$ cat config.mk
export PLATFORM = sky130hd
export DESIGN_NAME = dacin_top
export DESIGN_NICKNAME = d
export VERILOG_FILES = /design/src/rtl/dacin_pkg.sv /design/src/rtl/dacin_sync.sv /design/src/rtl/dacin_ctrl.sv /design/src/rtl/dacin_dp.sv /design/src/rtl/dacin_top.sv
export SDC_FILE = /design/constraint.sdc
export NUM_CORES = 1
export LEC_CHECK = 0
export BUFFER_PORTS_ARGS = -buffer_cell sky130_fd_sc_hd__buf_2
export CAP_MARGIN = 20
export CELL_PAD_IN_SITES_DETAIL_PLACEMENT = 0
export CELL_PAD_IN_SITES_GLOBAL_PLACEMENT = 1
export CORE_MARGIN = 4
export CORE_UTILIZATION = 35
export CTS_CLUSTER_SIZE = 10
export DETAILED_ROUTE_END_ITERATION = 12
export PLACE_DENSITY_LB_ADDON = 0.05
export SLEW_MARGIN = 20
export SYNTH_ARGS = -nofsm -noshare
export SYNTH_HDL_FRONTEND = slang
export SYNTH_SLANG_ARGS = --single-unit
export TNS_END_PERCENT = 1
$ cat constraint.sdc
create_clock -name clk -period 2.43 [get_ports clk]
set_clock_uncertainty 0.15 [all_clocks]
set_input_delay 0.1215 -clock clk [delete_from_list [all_inputs] [get_ports clk]]
set_output_delay 0.1215 -clock clk [all_outputs]
set_load 0.03 [all_outputs]
$ cat src/rtl/dacin_pkg.sv
package dacin_pkg;

  typedef struct packed {
    logic shiftEn;
    logic load;
    logic dinBit;
  } dacStrobes_t;

  function automatic int codeWidth(bit wide);
    return wide ? 16 : 14;
  endfunction

  function automatic int wordWidth(bit wide);
    return wide ? 24 : 16;
  endfunction

endpackage

$ cat src/rtl/dacin_sync.sv
module dacin_sync #(
  parameter int WIDTH  = 3,
  parameter int STAGES = 2,
  parameter logic [WIDTH-1:0] RST_VAL = '0
) (
  input  logic             clk,
  input  logic             rstN,
  input  logic [WIDTH-1:0] asyncIn,
  output logic [WIDTH-1:0] syncOut
);

  logic [WIDTH-1:0] stageQ [STAGES];

  for (genvar s = 0; s < STAGES; s++) begin : g_stage
    always_ff @(posedge clk or negedge rstN) begin
      if (!rstN) begin
        stageQ[s] <= RST_VAL;
      end else if (s == 0) begin
        stageQ[s] <= asyncIn;
      end else begin
        stageQ[s] <= stageQ[(s == 0) ? 0 : s-1];
      end
    end
  end

  assign syncOut = stageQ[STAGES-1];

endmodule

$ cat src/rtl/dacin_ctrl.sv
module dacin_ctrl
  import dacin_pkg::*;
#(
  parameter int WORD_W = 16,
  localparam int CNT_W = $clog2(WORD_W + 2)
) (
  input  logic        clk,
  input  logic        rstN,
  input  logic        fsCur,
  input  logic        sclkCur,
  input  logic        dinCur,
  output dacStrobes_t strb
);

  localparam logic [CNT_W-1:0] FULL = CNT_W'(WORD_W);
  localparam logic [CNT_W-1:0] OVER = CNT_W'(WORD_W + 1);

  logic             fsPrev;
  logic             sclkPrev;
  logic [CNT_W-1:0] bitCount;
  logic             sclkFall;
  logic             fsRise;
  logic             fsFall;
  logic             frameLow;

  always_ff @(posedge clk or negedge rstN) begin
    if (!rstN) begin
      fsPrev   <= 1'b1;
      sclkPrev <= 1'b0;
    end else begin
      fsPrev   <= fsCur;
      sclkPrev <= sclkCur;
    end
  end

  assign sclkFall = sclkPrev & ~sclkCur;
  assign fsRise   = fsCur & ~fsPrev;
  assign fsFall   = fsPrev & ~fsCur;
  assign frameLow = ~fsCur;

  // Counter saturates one past the word length so overlong frames stay rejected.
  always_ff @(posedge clk or negedge rstN) begin
    if (!rstN) begin
      bitCount <= '0;
    end else if (fsRise || fsFall) begin
      bitCount <= '0;
    end else if (sclkFall && frameLow && bitCount != OVER) begin
      bitCount <= bitCount + 1'b1;
    end
  end

  always_comb begin
    strb.shiftEn = sclkFall & frameLow;
    strb.load    = fsRise & (bitCount == FULL);
    strb.dinBit  = dinCur;
  end

  p_idle_count_r8 : assert property (@(posedge clk) disable iff (!rstN)
    (fsPrev && fsCur) |-> (bitCount == '0));

  p_count_bound_r6 : assert property (@(posedge clk) disable iff (!rstN)
    bitCount <= OVER);

  p_clear_after_end_r5 : assert property (@(posedge clk) disable iff (!rstN)
    fsRise |=> (bitCount == '0));

endmodule

$ cat src/rtl/dacin_dp.sv
module dacin_dp
  import dacin_pkg::*;
#(
  parameter int WORD_W = 16,
  parameter int CODE_W = 14
) (
  input  logic              clk,
  input  logic              rstN,
  input  dacStrobes_t       strb,
  output logic [CODE_W-1:0] dacCode,
  output logic              dacUpdate
);

  logic [WORD_W-1:0] shiftReg;

  always_ff @(posedge clk or negedge rstN) begin
    if (!rstN) begin
      shiftReg <= '0;
    end else if (strb.shiftEn) begin
      shiftReg <= {shiftReg[WORD_W-2:0], strb.dinBit};
    end
  end

  always_ff @(posedge clk or negedge rstN) begin
    if (!rstN) begin
      dacCode   <= '0;
      dacUpdate <= 1'b0;
    end else begin
      dacUpdate <= strb.load;
      if (strb.load) begin
        dacCode <= shiftReg[CODE_W-1:0];
      end
    end
  end

  p_msb_first_r4 : assert property (@(posedge clk) disable iff (!rstN)
    strb.shiftEn |=> (shiftReg[0] == $past(strb.dinBit)) &&
                     (shiftReg[WORD_W-1:1] == $past(shiftReg[WORD_W-2:0])));

  p_load_low_bits_r2 : assert property (@(posedge clk) disable iff (!rstN)
    dacUpdate |-> (dacCode == $past(shiftReg[CODE_W-1:0])));

  p_code_hold_r5 : assert property (@(posedge clk) disable iff (!rstN)
    !dacUpdate |-> $stable(dacCode));

  p_single_pulse_r7 : assert property (@(posedge clk) disable iff (!rstN)
    dacUpdate |=> !dacUpdate);

endmodule

$ cat src/rtl/dacin_top.sv
module dacin_top
  import dacin_pkg::*;
#(
  parameter bit WIDE_MODE   = 1'b0,
  parameter int SYNC_STAGES = 2,
  localparam int CODE_W = codeWidth(WIDE_MODE),
  localparam int WORD_W = wordWidth(WIDE_MODE)
) (
  input  logic              clk,
  input  logic              rstN,
  input  logic              frameSelN,
  input  logic              serClk,
  input  logic              serData,
  output logic [CODE_W-1:0] dacCode,
  output logic              dacUpdate
);

  logic [2:0]  pinSync;
  dacStrobes_t strb;

  dacin_sync #(
    .WIDTH  (3),
    .STAGES (SYNC_STAGES),
    .RST_VAL(3'b100)
  ) u_sync (
    .clk    (clk),
    .rstN   (rstN),
    .asyncIn({frameSelN, serClk, serData}),
    .syncOut(pinSync)
  );

  dacin_ctrl #(
    .WORD_W(WORD_W)
  ) u_ctrl (
    .clk    (clk),
    .rstN   (rstN),
    .fsCur  (pinSync[2]),
    .sclkCur(pinSync[1]),
    .dinCur (pinSync[0]),
    .strb   (strb)
  );

  dacin_dp #(
    .WORD_W(WORD_W),
    .CODE_W(CODE_W)
  ) u_dp (
    .clk      (clk),
    .rstN     (rstN),
    .strb     (strb),
    .dacCode  (dacCode),
    .dacUpdate(dacUpdate)
  );

endmodule

### Yosys cells after proc, flatten, opt, wreduce, memory -nomap -nowiden

Cells that the tools add are included.

* add/subtract/negate cells: 1
* reductions and logical operators: 4
* bitwise gates (word level): 8
* mux-type cells: 2
* eq/ne operators: 2

Operators with widths (count)
* $mux W5: 2
* $add A5 B1 Y5 const B: 1
* $and A1 B1 Y1: 5
* $eq A5 B5 Y1 const B: 1
* $ne A5 B5 Y1 const B: 1
* $not A1 Y1: 3
* $logic_and A1 B1 Y1: 2
* $reduce_bool A2 Y1: 1
* $logic_or A1 B1 Y1: 1

* word-level logic and storage cells: 25
* bits in registers: 42
* output and inout port bits: 15
* input port bits: 5

### Depth between registers and ports, before layout

Gate-level depths: netlist of the first run.

* word-level depth: 6
* mapped depth: 6
* mapped depth without buffers: 5

### Cells and area by module

From an unflattened synthesis of the first run, not the netlist that was laid out.

* cell total of the unflattened synthesis: 107
* area total of the unflattened synthesis: 1666.6 um2

By module, submodules not included
* dacin_dp: instances 1, sequential area each 725.7 um2, cells an instance 59, area each 1063.5 um2
* dacin_ctrl: instances 1, sequential area each 176.4 um2, cells an instance 39, area each 427.9 um2
* dacin_sync: instances 1, sequential area each 152.6 um2, cells an instance 9, area each 175.2 um2

### Worst setup path after synthesis of the first run

OpenSTA, ideal clock, no wires.

* path type: reg2reg
* start point: reg u_sync.stageQ (netlist bit u_sync.syncOut[2])
* end point: reg u_dp.dacCode[10]
* path buffers: 1
* library setup time: 125 ps
* required time: 2155 ps
* period minus slack after synthesis: 1728 ps
* slack: 702 ps
* stages on the path, launching flop included: 6
* arrival: 1453 ps
* cell sequence: dfstp_2 ha_1 nand4b_4 nor2_4 buf_12 mux2_4

RTL lines
* from (decl): RTL line dacin_sync.sv:12 `logic [WIDTH-1:0] stageQ [STAGES];`
* from (signal, indexed assignment): RTL line dacin_sync.sv:19 `stageQ[s] <= asyncIn;`
* from (signal, indexed assignment): RTL line dacin_sync.sv:21 `stageQ[s] <= stageQ[(s == 0) ? 0 : s-1];`
* to (signal assigned): RTL line dacin_dp.sv:31 `dacCode <= shiftReg[CODE_W-1:0];`
* to (decl): RTL line dacin_dp.sv:10 `output logic [CODE_W-1:0] dacCode,`

### Worst setup path in the final report of the first run

* start point: reg u_sync.stageQ (netlist bit u_sync.syncOut[2])
* end point: reg u_dp.dacCode[4]

* longest elaborated chain between the ends: 2

RTL lines
* $and A1 B1 Y1: RTL line dacin_ctrl.sv:37 `assign fsRise = fsCur & ~fsPrev;`
* $and A1 B1 Y1: RTL line dacin_ctrl.sv:54 `strb.load = fsRise & (bitCount == FULL);`

Every way passes these cells.
A chain may end at the register's enable or synchronous reset.

==> summary.md, run 1 <==
The number of hold-slack violations in the final timing report is 0. Buffers inserted to repair hold after CTS numbered 4. The number of buffers added by the clock tree synthesis step came out at 5.

The tools report the element type at the critical path end as a flip-flop. The proportion of total power due to net switching came out at 0.210. The tools report the sum of routed wire length over all layers as 2640 um. The via count of the first global-routing pass came out at 982. Summed over all nets, the half-perimeter wirelength after detailed placement is 1730 um. The total negative slack for setup checks is 0 ns, and the total via count in the routed design is 877.

For this design the total switching power over the nets is 0.309 mW. The clock period minus worst slack was 1.85 ns; the number of iterations in the first detailed-routing pass was 4. Counting every net in the synthesized netlist gives 114. The global-route wire length before repair was 4590 um. The top cell types in the final layout, fill and taps aside, are 39 x sky130_fd_sc_hd__dfrtp_1, 19 x sky130_fd_sc_hd__mux2_2, 19 x sky130_fd_sc_hd__buf_2.

The relative area change from synthesis to final layout is 16.5%. Walking the worst path, the cells encountered are ha_1 > nand4b_4 > nor2_4 > buf_4 > mux2_2. The sum of overflow across all layers after global routing is 0, and the longest individual stage delay on the worst path is 0.55 ns. The share of cell area taken by muxes after synthesis came out at 0.230. The total number of yosys warnings is 0, and the worst-case vdd ir drop is 338 uV. For the max-capacitance violation count, the log shows 0. The most critical setup path has its endpoint at u_dp.dacCode[4]$_DFFE_PN0P_.

Worst max-slew margin expressed relative to the limit: 0.394. The placeable core region is 0.00469 mm^2. The fraction of final layout cells with drive strength greater than 1 works out to 0.466. For the netlist area before placement, the log shows 0.00169 mm^2. The clock drives 42 sinks. The total routing usage reported by global routing is 0.102, and the actual slew at the worst max-slew pin is 0.909 ns. Counting cells, the worst reg-to-reg path comes to 5. Hold timing on the final database bottoms out at a slack of 0.203 ns.

The number of flip-flops and latches in the synthesized netlist came out at 42. Reported leakage power: 0.986 nW. The number of setup buffers added after CTS is 0. The detailed-route wire length per cell was 14.1 um. Data arrives at the worst endpoint at 1.87 ns.

TritonCTS built the clock tree. At the worst endpoint, the required time is 2.45 ns. The DRC marker count from the first detailed-route iteration is 41. Of all nets on the critical path, the largest fanout is 15. The tools report the number of I/O pins as 20. The cell at the slowest stage of the critical path is sky130_fd_sc_hd__dfstp_2. The met2 routing resource usage after global routing was 0.157; the share of power burned in combinational logic was 0.072. The run gives 0.0418 as the global-route track usage on met3. Across all register-to-register paths, the minimum setup slack is 0.58 ns. A synthesized cell averages 16.1 um^2. The part of the Yosys area used for sequential elements came out at 0.623.

For this run, design rule violations remaining after detail routing come to 0. Leaving out fill and tap cells, the most frequent cell in the layout is sky130_fd_sc_hd__dfrtp_1. In this run the deepest clock path goes through 2 buffers.

Clock root buffer: sky130_fd_sc_hd__clkbuf_8. Setup repair after global routing left no endpoint under its margin. Count of final max-slew check failures: 0. Element type at the critical path start: a flip-flop. Using the TritonRoute via totals, the vias-per-cell ratio works out to 4.69. In this run the tool buffered the top-level ports with 19 buffer cells.

Synthesis produced a netlist whose cell count is 105. The clock group share of total power is 0.372, and the clock latency on the worst-skew pair is 0.29 ns. For this run, the post-layout net count is 142. The area fraction in compound gates after synthesis is 0.0177, and the antenna cell count is 0. The tools report the end of the worst register-to-register path as u_dp.dacCode[4]$_DFFE_PN0P_. In this run the remaining antenna-violating nets after routing total 0. The highest achievable clock rate is 541 MHz, and the part of the cycle the worst path needs is 0.761. Dominant combinational cell family by area after synthesis: multiplexers.

For this design the ratio of total power to cell area is 745 mW/mm^2. The met1 routing resource usage after global routing was 0.125. The internal cell power was 1.16 mW; the x dimension of the die was 77.6 um. The run gives 0 as the initial antenna violation count. The run finished with clean final reports.

By startpoint and endpoint, the worst setup path is classified as flip-flop to flip-flop. The post-synthesis share of cell area spent on xor and xnor gates was 0; the weighted congestion reported at the end of routability-driven placement was 0.721. After floorplanning, the core was divided into 25 placement rows. The area share of and/or/nand/nor cells after synthesis came out at 0.0643. The H-tree was split into 2 levels. The clock-pin slew reported for the worst setup and hold paths after clock tree synthesis was 0.07 ns.

The most critical setup path has its startpoint at u_sync.syncOut[2]$_DFF_PN1_. The die is 77.6 um tall. The logs give 0.361 for the starting density of the core and 0 for the number of setup violations in the final report. The path class of the lowest-slack min-delay path is flip-flop to flip-flop. After clock tree synthesis, the repair step resized 0 gates.

The utilization of the core after routing was 0.421. In this run the most used layer during global routing was met2. The tools report the die footprint as 0.00602 mm^2. The run gives 0.556 as the sequential power share.

The tools report the number of library cell types mapped by synthesis as 21. The filler cells instantiated in the layout total 449. The startpoint of the worst register-to-register path was u_sync.syncOut[2]$_DFF_PN1_.

Entering global routing, the biggest net connects 43 pins. The adder and majority cell fraction of the synthesized area works out to 0.0295.
-- how the worst min path moves through the flow --
stage,from,endpoint,cells past startpoint
after floorplan,rstN,u_ctrl.bitCount[0]$_DFFE_PN0P_,0
after global placement,frameSelN,u_sync.stageQ[5]$_DFF_PN1_,1
after detailed placement,frameSelN,u_sync.stageQ[5]$_DFF_PN1_,1
after CTS,u_sync.stageQ[3]$_DFF_PN0_,u_sync.syncOut[0]$_DFF_PN0_,0
after global routing,u_sync.stageQ[3]$_DFF_PN0_,u_sync.syncOut[0]$_DFF_PN0_,0
final,u_sync.stageQ[3]$_DFF_PN0_,u_sync.syncOut[0]$_DFF_PN0_,0
-- metrics by stage --
step                setup slack (ns)  cells  total power, mW  area, um^2
floorplan                      0.702    105            0.895        1690
global placement               0.611    176            0.934        1820
detailed placement             0.564    176            0.938        1820
CTS                            0.545    187             1.50        1970
global route                   0.501    187             1.56        1970
finish                         0.580    187             1.47        1970
-- critical path: cells and delay by family (launching register included) --
| kind | cells | cell delay, ns |
|---|---|---|
| buffers and inverters | 1 | 0.26 |
| adders and majority gates | 1 | 0.19 |
| DFF | 1 | 0.55 |
| muxes | 1 | 0.37 |
| and+or+nand+nor | 2 | 0.21 |
-- Yosys cell counts --
cell type / number / share of area
sky130_fd_sc_hd__mux2i_1: 4 / 0.024
sky130_fd_sc_hd__dfstp_2: 3 / 0.047
sky130_fd_sc_hd__buf_12: 1 / 0.012
sky130_fd_sc_hd__nand4_1: 2 / 0.0074
sky130_fd_sc_hd__o311ai_0: 1 / 0.0052
sky130_fd_sc_hd__buf_8: 1 / 0.0089
sky130_fd_sc_hd__a21oi_1: 1 / 0.0030
sky130_fd_sc_hd__nor3b_2: 1 / 0.0074
sky130_fd_sc_hd__dfrtp_1: 39 / 0.58
sky130_fd_sc_hd__mux2_4: 9 / 0.080
sky130_fd_sc_hd__mux2_2: 19 / 0.13
sky130_fd_sc_hd__nand4b_4: 1 / 0.014
sky130_fd_sc_hd__nand2b_1: 3 / 0.011
sky130_fd_sc_hd__o21bai_1: 1 / 0.0044
sky130_fd_sc_hd__inv_1: 3 / 0.0066
sky130_fd_sc_hd__o31a_1: 1 / 0.0052
sky130_fd_sc_hd__buf_1: 1 / 0.0022
sky130_fd_sc_hd__buf_6: 1 / 0.0066
sky130_fd_sc_hd__nand2_1: 8 / 0.018
sky130_fd_sc_hd__nor2_4: 1 / 0.0066
sky130_fd_sc_hd__ha_1: 4 / 0.030
-- layer usage --
metal  vias to the layer above  share of wire
met5                         -              0
met4                         0          0.017
met3                         6          0.046
met2                        22           0.47
met1                       433           0.46
li1                        416              -
-- cell type report --
type,count,area [um^2],share of cell area
inverter,3,11.3,0.00570
sequential,42,1050,0.534
clock inverter,1,30.0,0.0152
clock buffer,6,82.6,0.0418
tap,54,67.6,0.0342
multi-input combinational,56,578,0.293
timing repair buffer,25,150,0.0760
-- power by group through the flow --
| stage | clock [mW] | combinational, mW | sequential [mW] |
|---|---|---|---|
| 2_1_floorplan | 0 | 0.0810 | 0.814 |
| 3_3_place_gp | 0 | 0.103 | 0.831 |
| 3_5_place_dp | 0 | 0.105 | 0.832 |
| 4_1_cts | 0.570 | 0.110 | 0.818 |
| 5_1_grt | 0.606 | 0.122 | 0.830 |
| 6_report | 0.547 | 0.106 | 0.817 |
-- cells by family after synthesis --
logic type,count (synthesis)
flip-flops,42
multiplexers,32
AND/OR/NAND/NOR,16
buffers and inverters,7
AO/OA/AOI/OAI,4
adder cells (fa/ha/maj),4
-- state kept, by name, indices dropped and copies added (netlist names) --
| register | count |
|---|---|
| u_ctrl.fsPrev | 1 |
| u_dp.dacUpdate | 1 |
| u_sync.stageQ | 3 |
| u_dp.dacCode | 14 |
| u_dp.shiftReg | 14 |
| u_ctrl.bitCount | 5 |
| u_sync.syncOut | 3 |
| u_ctrl.sclkPrev | 1 |
(Power assumes the default switching activity.)
==> run 2: changes to the inputs <==
--- a/config.mk
+++ b/config.mk
@@ -5,6 +5,7 @@
 export SDC_FILE = /design/constraint.sdc
 export NUM_CORES = 1
 export LEC_CHECK = 0
+export ABC_AREA = 1
 export BUFFER_PORTS_ARGS = -buffer_cell sky130_fd_sc_hd__buf_2
 export CAP_MARGIN = 20
 export CELL_PAD_IN_SITES_DETAIL_PLACEMENT = 0
==> constraint.sdc (replaced) <==
create_clock -name clk -period 1.8 [get_ports clk]
set_clock_uncertainty 0.15 [all_clocks]
set_input_delay 0.09 -clock clk [delete_from_list [all_inputs] [get_ports clk]]
set_output_delay 0.09 -clock clk [all_outputs]
set_load 0.03 [all_outputs]
==> run 2 against run 1 <==
Against the previous run: combinational power up 26%; critical path depth grew 1; sequential power up 26%; largest cell class unchanged; via count increased by 30%; global-route usage increased by 0.68 points; sequential cell count stayed put; register-to-register slack worse by 0.33 ns; worst setup slack lost 0.33 ns; clock-buffer cell count increased by 1; critical endpoint is now u_ctrl.bitCount[3]$_DFFE_PN0P_; cell area increased by 4.6%.
==> summary.md, run 2 <==
Ranked by total cell area, the synthesized netlist is headed by sky130_fd_sc_hd__dfrtp_1 56%, sky130_fd_sc_hd__nand2_1 7.8%, sky130_fd_sc_hd__o21ai_2 6.6%. The x dimension of the die is 78.5 um (+1.2%), and the number of instances in the synthesized netlist is 164 (+56%). The run gives 42 (unchanged) as the clock sink total. The clock-pin slew reported for the worst setup and hold paths after clock tree synthesis was 0.07 ns (about the same). The run gives 0.607 (-0.0157) as the part of the Yosys area used for sequential elements.

For the total number of yosys warnings, the log shows 0 (unchanged). In the synthesized netlist, the cells that appear most often are 39 x sky130_fd_sc_hd__dfrtp_1, 36 x sky130_fd_sc_hd__nand2_1, 21 x sky130_fd_sc_hd__inv_1. The mean instance size in the synthesized netlist was 10.6 um^2 (-34%); the via count of the first global-routing pass was 1113 (+13%). The longest individual stage delay on the worst path works out to 0.52 ns (-0.03 ns). The max-capacitance violation count came out at 0 (unchanged).

The DRC marker count from the first detailed-route iteration was 78 (+90%). The weighted congestion reported at the end of routability-driven placement came out at 0.746 (+3.6%). The via-per-instance ratio works out to 4.40 (-6.1%). For the number of setup violations in the final report, the log shows 0 (unchanged). The most common cell in the netlist is sky130_fd_sc_hd__dfrtp_1. The number of nets in the synthesized netlist is 173 (+52%), and the number of buffers added by the clock tree synthesis step is 5 (unchanged). Global-route wire length before repair: 5200 um (+13%). The cell at the slowest stage of the critical path is sky130_fd_sc_hd__dfstp_2. Floorplan die height: 78.5 um (+1.2%). The number of enable-type register cells in the synthesized netlist is 0 (unchanged). Data required time of the critical path: 1.87 ns (-0.58 ns).

Relative to the synthesized area, the layout overhead comes to 18.8%. The logs give 0 (unchanged) for the antenna cell count and 29 (-33%) for the largest net degree at the start of global routing. The critical path goes through inv_1 > ha_1 > inv_1 > nor2_1 > nand2_1 > nand2_1. Setup repair after global routing left no endpoint under its margin. Count of standard-cell rows: 25 (unchanged). The tightest min-delay check is of the input port to asynchronous set/reset pin type.

The highest net fanout along the worst path was 10 (-5); the worst-case vdd ir drop was 376 uV (+11%). The number of flip-flops and latches in the synthesized netlist was 42 (unchanged); the area share of the largest cell type after synthesis was 0.562 (-0.0145). Summed over all instances, the cell type with the most area after synthesis is sky130_fd_sc_hd__dfrtp_1. The run gives 2 (unchanged) as the maximum buffer depth of the clock tree. The tools report the element type at the critical path start as a flip-flop. The number of buffer and inverter instances along the worst setup path is 2 (+1), and the detailed-route wire length per cell is 11.3 um (-20%). TritonCTS built the clock tree. The count of final max-slew check failures is 0 (unchanged), and the power density relative to cell area is 909 mW/mm^2 (+22%). Commonest non-fill, non-tap cell in the layout: sky130_fd_sc_hd__dfrtp_1. The placeable core region is 0.00475 mm^2 (+1.3%).

The clock period minus worst slack works out to 1.55 ns (-0.302 ns). For the remaining number of nets flagged by the antenna check after routing, the log shows 0 (unchanged). The count of fill cells added during filler insertion was 482 (+7.3%). Dominant synthesized flop cell: sky130_fd_sc_hd__dfrtp_1.

The reported leakage power was 1.01 nW (+2.4%); the worst max-slew margin expressed relative to the limit was 0.678 (+0.284). The tools report the post-place instance area as 0.00192 mm^2 (+5.3%). The data arrival at the endpoint of the critical path is 1.62 ns (-0.25 ns), and the total routing usage reported by global routing is 0.108 (+0.00683). Cell type group with the largest total delay on the critical path: flip-flops. The HPWL after detailed placement came out at 1980 um (+14%). Number of library cell types mapped by synthesis: 20 (-4.8%). Count of buffers inserted at the top-level ports: 19 (unchanged).

The tools report the total negative slack for setup checks as 0 ns (unchanged). The die footprint is 0.00616 mm^2 (+2.3%). The part of the cycle the worst path needs works out to 0.860 (+0.0985).

The remaining design rule violation count came out at 0 (unchanged). The largest registers in the layout are u_dp.dacCode: 14 flops, u_dp.shiftReg: 14 flops, u_ctrl.bitCount: 5 flops. The run gives 0 (unchanged) as the number of hold-slack violations in the final timing report. The number of I/O pins is 20 (unchanged), and the sum of overflow across all layers after global routing is 0 (unchanged). The run gives 646 MHz (+20%) as the highest achievable clock rate. The netlist area before placement was 0.00174 mm^2 (+2.6%). The initial antenna violation count is 0 (unchanged). Final cell area excluding filler cells: 0.00206 mm^2 (+4.6%).

The actual slew at the worst max-slew pin is 0.483 ns (-0.426 ns), and the number of iterations in the first detailed-routing pass is 4 (unchanged). The tools report the net count reported at finish as 199 (+40%). The element type at the critical path end is a flip-flop.

The fraction of final layout cells with drive strength greater than 1 is 0.293 (-0.173), and the total number of H-tree levels is 2 (unchanged). In the layout the commonest cells are 39 x sky130_fd_sc_hd__dfrtp_1, 36 x sky130_fd_sc_hd__nand2_1, 21 x sky130_fd_sc_hd__inv_1. The share of async-settable or async-resettable flops after synthesis is 1.00 (unchanged), and the sum of routed wire length over all layers is 2900 um (+10%). The tools report the clock root buffer as sky130_fd_sc_hd__clkbuf_8. The tools report the total via count in the routed design as 1136 (+30%). The clock latency on the worst-skew pair came out at 0.28 ns (about the same). The starting density of the core is 0.366 (+0.00446).

The flow ran to the end, and the final reports show no timing, DRC or antenna violations. The worst setup path is of the flip-flop to flip-flop kind.
run 2: area by class of cell:
class	count	area [um^2]	share of cell area
repair buffers	26	183	0.0885
clock buffers	7	76.3	0.0370
multi-input cells	93	554	0.268
inverters	22	82.6	0.0400
well taps	67	83.8	0.0406
flip-flops and latches	42	1050	0.511
clock inverters	1	30.0	0.0145
run 2: report_power, final:
group / switching [mW] / leakage (nW) / internal (mW) / total (mW)
combinational: 0.0889 / 0.399 / 0.0449 / 0.134
clock: 0.298 / 0.0524 / 0.415 / 0.713
sequential: 0.0298 / 0.559 / 1.00 / 1.03
total: 0.416 / 1.01 / 1.46 / 1.88
run 2: logic make-up (layout without fill, tap and decap cells):
family / after synthesis / count (layout) / share of synthesized area
simple gates: 61 / 61 / 0.176
flops: 42 / 42 / 0.607
buf+inv: 29 / 56 / 0.0777
compound gates: 27 / 27 / 0.106
fa+ha+maj: 4 / 4 / 0.0288
xor+xnor: 1 / 1 / 0.00504
run 2: worst paths after layout:
check / startpoint / depth (start not counted) / slack, ns / endpoint
worst min register to register: u_sync.stageQ[3]$_DFF_PN0_ / 0 / 0.21 / u_sync.syncOut[0]$_DFF_PN0_
worst max-delay path: u_ctrl.fsPrev$_DFF_PN1_ / 6 / 0.25 / u_ctrl.bitCount[3]$_DFFE_PN0P_
max in group asynchronous: rstN / 3 / 0.79 / u_ctrl.fsPrev$_DFF_PN1_
worst min-delay path: rstN / 2 / 0.14 / u_dp.dacCode[13]$_DFFE_PN0P_
worst max register to register: u_ctrl.fsPrev$_DFF_PN1_ / 6 / 0.25 / u_ctrl.bitCount[3]$_DFFE_PN0P_
min in group clk: u_sync.stageQ[3]$_DFF_PN0_ / 0 / 0.21 / u_sync.syncOut[0]$_DFF_PN0_
run 2: what timing repair did:
item,4_1_cts,5_1_grt
buffers inserted,0,0
hold buffers,4,0
hold endpoints to repair,42,0
gates resized for setup,0,0
run 2: metal layers:
metal,GRT usage,up-vias,part of all wire
met5,0,-,0
met4,0.0420,0,0.0093
met3,0.0378,4,0.044
met2,0.154,25,0.44
met1,0.151,535,0.50
li1,-,572,-
run 2: stage by stage:
step / setup WS (ns) / instances / total power [mW] / utilization / hold slack [ns]
2_1_floorplan: 0.278 / 164 / 1.12 / - / -0.356
4_1_cts: 0.251 / 258 / 1.92 / 0.434 / 0.149
3_5_place_dp: 0.275 / 246 / 1.18 / 0.403 / -0.0678
6_report: 0.253 / 258 / 1.88 / 0.434 / 0.144
5_1_grt: 0.104 / 258 / 1.98 / 0.434 / 0.179
3_3_place_gp: 0.307 / 246 / 1.17 / 0.403 / -0.0794
